--- src/rtl/rmg_pkg.sv ---
package rmg_pkg;
  // number of retiming flops on each reset request line
  localparam int unsigned SYNC_DEPTH = 3;
  // width of the power-up hold counter
  localparam int unsigned HOLD_W = 8;
endpackage

--- src/rtl/rmg_sync_bank.sv ---
module rmg_sync_bank #(
  parameter int unsigned N_SRC = 3
) (
  input  logic             clk,
  input  logic [N_SRC-1:0] src_n,
  output logic [N_SRC-1:0] sync_n
);
  import rmg_pkg::*;

  for (genvar i = 0; i < N_SRC; i++) begin : g_line
    logic [SYNC_DEPTH-1:0] pipe = '0;
    logic [SYNC_DEPTH-1:0] pipe_d;

    always_comb begin
      pipe_d = {pipe[SYNC_DEPTH-2:0], src_n[i]};
    end

    always_ff @(posedge clk) begin
      pipe <= pipe_d;
    end

    assign sync_n[i] = pipe[SYNC_DEPTH-1];
  end
endmodule

--- src/rtl/rmg_pwrup.sv ---
module rmg_pwrup #(
  parameter int unsigned CNT_W = 8
) (
  input  logic             clk,
  output logic [CNT_W-1:0] cnt_o,
  output logic             done_o
);
  logic [CNT_W-1:0] cnt = '0;
  logic             done_q = 1'b0;
  logic [CNT_W-1:0] cnt_d;
  logic             cnt_en;
  logic             at_max;

  always_comb begin
    at_max = &cnt;
    cnt_en = !at_max;
    cnt_d  = cnt + {{(CNT_W-1){1'b0}}, 1'b1};
  end

  always_ff @(posedge clk) begin
    if (cnt_en) begin
      cnt <= cnt_d;
    end
    done_q <= at_max;
  end

  assign cnt_o  = cnt;
  assign done_o = done_q;
endmodule

--- src/rtl/rmg_out_chain.sv ---
module rmg_out_chain #(
  parameter int unsigned DEPTH = 2
) (
  input  logic clk,
  input  logic d_in,
  output logic q_out
);
  logic [DEPTH-1:0] stg = '0;
  logic [DEPTH-1:0] stg_d;

  for (genvar i = 0; i < DEPTH; i++) begin : g_stage
    if (i == DEPTH - 1) begin : g_head
      assign stg_d[i] = d_in;
    end else begin : g_body
      assign stg_d[i] = stg[i+1];
    end
  end

  always_ff @(posedge clk) begin
    stg <= stg_d;
  end

  assign q_out = stg[0];
endmodule

--- src/rtl/rst_merge_gen.sv ---
module rst_merge_gen #(
  parameter int unsigned N_SRC         = 3,
  parameter int unsigned OUT_REG_DEPTH = 2
) (
  input  logic             clk,
  input  logic [N_SRC-1:0] rst_src_n,
  output logic             rst_out_n
);
  import rmg_pkg::*;

  if (N_SRC < 1) begin : g_bad_src
    $error("rst_merge_gen: N_SRC must be at least 1");
  end
  if (OUT_REG_DEPTH < 1) begin : g_bad_depth
    $error("rst_merge_gen: OUT_REG_DEPTH must be at least 1");
  end

  logic [N_SRC-1:0]  sync_n;
  logic [HOLD_W-1:0] pwr_cnt;
  logic              pwr_done;
  logic              release_c;

  rmg_sync_bank #(.N_SRC(N_SRC)) sync_i (
    .clk    (clk),
    .src_n  (rst_src_n),
    .sync_n (sync_n)
  );

  rmg_pwrup #(.CNT_W(HOLD_W)) pwrup_i (
    .clk    (clk),
    .cnt_o  (pwr_cnt),
    .done_o (pwr_done)
  );

  always_comb begin
    release_c = pwr_done && (&sync_n);
  end

  rmg_out_chain #(.DEPTH(OUT_REG_DEPTH)) chain_i (
    .clk   (clk),
    .d_in  (release_c),
    .q_out (rst_out_n)
  );
endmodule

--- config.mk ---
export PLATFORM = sky130hd
export DESIGN_NAME = rst_merge_gen
export DESIGN_NICKNAME = d
export VERILOG_FILES = /design/src/rtl/rmg_pkg.sv /design/src/rtl/rmg_sync_bank.sv /design/src/rtl/rmg_pwrup.sv /design/src/rtl/rmg_out_chain.sv /design/src/rtl/rst_merge_gen.sv
export SDC_FILE = /design/constraint.sdc
export NUM_CORES = 1
export LEC_CHECK = 0
export BUFFER_PORTS_ARGS = -buffer_cell sky130_fd_sc_hd__buf_2
export CORE_AREA = 2 2 39 41
export CTS_CLUSTER_DIAMETER = 150
export DETAILED_ROUTE_END_ITERATION = 7
export DIE_AREA = 0 0 41 43
export PLACE_DENSITY = 0.71
export SLEW_MARGIN = 20
export SYNTH_ARGS = -nofsm -noshare
export SYNTH_HDL_FRONTEND = slang
export SYNTH_SLANG_ARGS = --single-unit
--- constraint.sdc ---
create_clock -name clk -period 2.82 [get_ports clk]
set_input_delay 0.564 -clock clk [delete_from_list [all_inputs] [get_ports clk]]
set_output_delay 0.564 -clock clk [all_outputs]
set_load 0.02 [all_outputs]
### Word-level counts from Yosys, hierarchy flattened

Cells that the tools add are included.

* output and inout port bits: 1
* bits of input ports: 4
* logic and storage cells: 10
* flip-flop bits (word level): 20

* add/sub/neg operators: 1
* reductions and logical operators: 3

Operators by type and width (number)
* $add 8x1->8 const B: 1
* $reduce_and 8->1: 1
* $reduce_and 3->1: 1
* $logic_and 1x1->1: 1

### Longest topological paths before layout

* depth in word-level cells: 2
* mapped depth: 3
* depth with buffers taken out: 3

### By module

From an unflattened synthesis, not the netlist that was laid out.

* cell total of the unflattened synthesis: 41
* area total of the unflattened synthesis: 640.6 µm²

By module, submodules not included
* rmg_pwrup: instances 1, cells each 26, area each 389.1 µm²
* rmg_sync_bank: instances 1, cells each 12, area each 202.7 µm²
* rmg_out_chain: instances 1, cells each 2, area each 40.0 µm²
* rst_merge_gen: instances 1, cells each 1, area each 8.8 µm²

### Worst setup path before layout

No wires, ideal clock.

* path kind: reg-to-reg
* start: reg pwrup_i.cnt[0] (netlist: pwrup_i.cnt_o[0])
* end: reg pwrup_i.cnt[0] (netlist: pwrup_i.cnt_o[0]), enable pin
* stages on the path, launching flop included: 3
* library setup time: 0.344 ns
* path buffers: 0
* arrival time: 0.946 ns
* slack: 1.530 ns
* path through: edfxtp_1 -> ha_1 -> nand4_1

* cells in the longest elaborated chain, start to end: 1

RTL lines
* start, declared: RTL line rmg_pwrup.sv:8 `logic [CNT_W-1:0] cnt = '0;`
* start signal, assigned: RTL line rmg_pwrup.sv:22 `cnt <= cnt_d;`
* $reduce_and 8->1: RTL line rmg_pwrup.sv:15 `at_max = &cnt;`

Every way passes these cells.
A chain may end at the register's enable or synchronous reset.

### Worst setup path in the final report

Ends and elaborated chain as after synthesis.

==> run metrics <==
via count=297; DP Worst Slack=approximately 1.4 ns; clk sinks=20; WHS=between 0.3 and 0.4 ns; Site Rows=14; top-area cell type share of the netlist area=0.389; unrepaired setup endpoints after global routing=no; nature of the critical path endpoint=flip-flop; Via density=about 4.8; crit-path max FO=9; chip width=~40 um; clk root buf=clkbuf_4; GRT Util Overall=0.128; DRC errors left=0; final RePlAce weighted congestion=slightly above 0.6; min Tclk post-route=1.46 ns; multi-input logic area=130 um^2; Stages on worst setup path=2; Slew Limit Fails=0; CTS max path bufs=2; die area=roughly 0.0018 mm^2; Compound-Gate Fraction of Synth Area=0; share of post-route cells with drive strength above 1=0.239; wirelength, routed=~840 um; main combinational cell family by area after synthesis=simple AND/OR/NAND/NOR gates; WP buf/inv=0; Synth area leader=dfxtp_1; Critical Path RT=2.73 ns; global-route wire length before repair=1390 um; setup bufs post-CTS=0; PnR worst setup slack=~1.4 ns; period utilisation layout=0.519; Worst path max stage delay=approximately 0.44 ns; grt ovf=0; WP data arrival=~1.4 ns; status=finished, final reports clean; Routed wire per std cell=~13 um; hold path depth=0; Final Skew=around 0.0078 ns; CTS tree=yes; Port-buffer cells=4; Max Cap Viol=0; Pwr Density=747 mW/mm^2; setup_tns=0 ns; nets=52; clk slew on worst S/H paths=0.10 ns; vias in the first global route=roughly 320; Worst-Margin Slew=around 0.44 ns; Post-Synth XOR/XNOR Area=0.0850; Setup violations, final=0; Leakage=between 0.2 and 0.3 nW; Die Y=roughly 43 um; core area=approximately 0.0014 mm^2; Syn Nets=43; post-synthesis instance area=between 600 and 700 um^2; fmax=683 MHz; critical path class=flip-flop to flip-flop; Yosys reg bits=20; dpl hpwl=between 600 and 700 um; H-tree levels=1; Iter 0 DRT Violations=1; Post-Syn Instances=38; post-synthesis simple-gate area fraction=0.105; number of buffers created by CTS=3; Yosys cell types=13; CP delay by family, top=flip-flops; CTS resizes=0; Adder-Cell Fraction of Synth Area=0.0202; R2R cell count=2; Hold Path Class=flip-flop to flip-flop; mux share of post-synthesis cell area=0; hold_buf cts=0; Seq/Total Area, Yosys=0.777; top post-synthesis cells by area=dfxtp_1 (39%), edfxtp_1 (39%), xnor2_1 (7.1%), nand3_1 (2.4%), ha_1 (2.0%); Layout area overhead=15.0%; Starting Density=0.447; yosys warns=0; register area=around 480 um^2; Max VDD drop=roughly 0.47 mV; initial antenna violation count=0; Post-DRT Antenna Nets=0; pin count of the biggest net entering global routing=13; worst path cell trace=ha_1 -> nand4_1; Fin. Hold Viols=0; average cell area after synthesis=approximately 16 um^2; Slew Limit Headroom=0.704; ant diodes=0; critical path's slowest cell=edfxtp_1; Pre-antenna DRT Iters=2; clock latency on the worst-skew pair=0.29 ns; number of fill cells=roughly 120; CP startpoint kind=flip-flop; I/O pin count=5
-- per-stage QoR --
stage                      util  cells  total power, mW  area [um^2]
final                     0.514     62            0.531          711
after global routing      0.514     62            0.549          711
after CTS                 0.514     62            0.536          711
after detailed placement  0.476     58            0.315          658
after global placement    0.476     58            0.315          658
after floorplan               -     38            0.312          618
-- metal layers --
layer / track usage / routed length [um] / up-vias
met3: 0.0314 / 29 / 2
met5: 0 / 0 / -
met4: 0.0800 / 8 / 0
met1: 0.129 / 323 / 138
met2: 0.216 / 473 / 7
li1: - / - / 150
-- placed cells by master (no fill, tap or decap), drive strengths merged --
cell type	count
dfxtp	12
edfxtp	8
xnor2	5
buf	4
nand3	3
clkbuf	3
inv	2
and4	2
nand4	2
nand2	1
and3	1
xor2	1
ha	1
bufinv	1
-- cells by family (layout without fill, tap and decap cells) --
logic type / Yosys count / in the layout
XOR/XNOR: 6 / 6
adder cells (fa/ha/maj): 1 / 1
buffers and inverters: 2 / 10
flip-flops: 20 / 20
AND/OR/NAND/NOR: 9 / 9
-- sequential cells by signal, summed over array words and instances (netlist names) --
| register | count |
|---|---|
| chain_i.stg | 2 |
| sync_i.g_line.pipe | 9 |
| pwrup_i.done_o | 1 |
| pwrup_i.cnt_o | 8 |
-- path summary, 6_finish.rpt --
path / from / to / slack (ns)
max reg2reg: pwrup_i.cnt_o[0]$_DFFE_PN_ / pwrup_i.cnt_o[0]$_DFFE_PN_ / 1.36
max: pwrup_i.cnt_o[0]$_DFFE_PN_ / pwrup_i.cnt_o[0]$_DFFE_PN_ / 1.36
min: sync_i.g_line[1].pipe[0]$_DFF_P_ / sync_i.g_line[1].pipe[1]$_DFF_P_ / 0.34
min reg2reg: sync_i.g_line[1].pipe[0]$_DFF_P_ / sync_i.g_line[1].pipe[1]$_DFF_P_ / 0.34
-- cell usage after synthesis --
cell / number
edfxtp_1: 8
and3_2: 1
and4_1: 1
ha_1: 1
inv_1: 2
xnor2_1: 5
xor2_1: 1
nand4_1: 1
and4_4: 1
nand4_2: 1
dfxtp_1: 12
nand2_1: 1
nand3_1: 3
-- area by class of cell --
cell class | count | share of cell area
Clock buffer | 3 | 0.0317
Clock inverter | 1 | 0.0423
Inverter | 2 | 0.0106
Multi-Input combinational cell | 16 | 0.183
Sequential cell | 20 | 0.676
Tap cell | 16 | 0.0282
Timing Repair Buffer | 4 | 0.0282
-- report_power, final --
part	internal [mW]	leakage [nW]	switching [mW]
sequential	0.305	0.193	0.00170
clock	0.144	0.0279	0.0791
combinational	0.00144	0.0643	0.000562
total	0.450	0.285	0.0813
(Power assumes the default switching activity.)
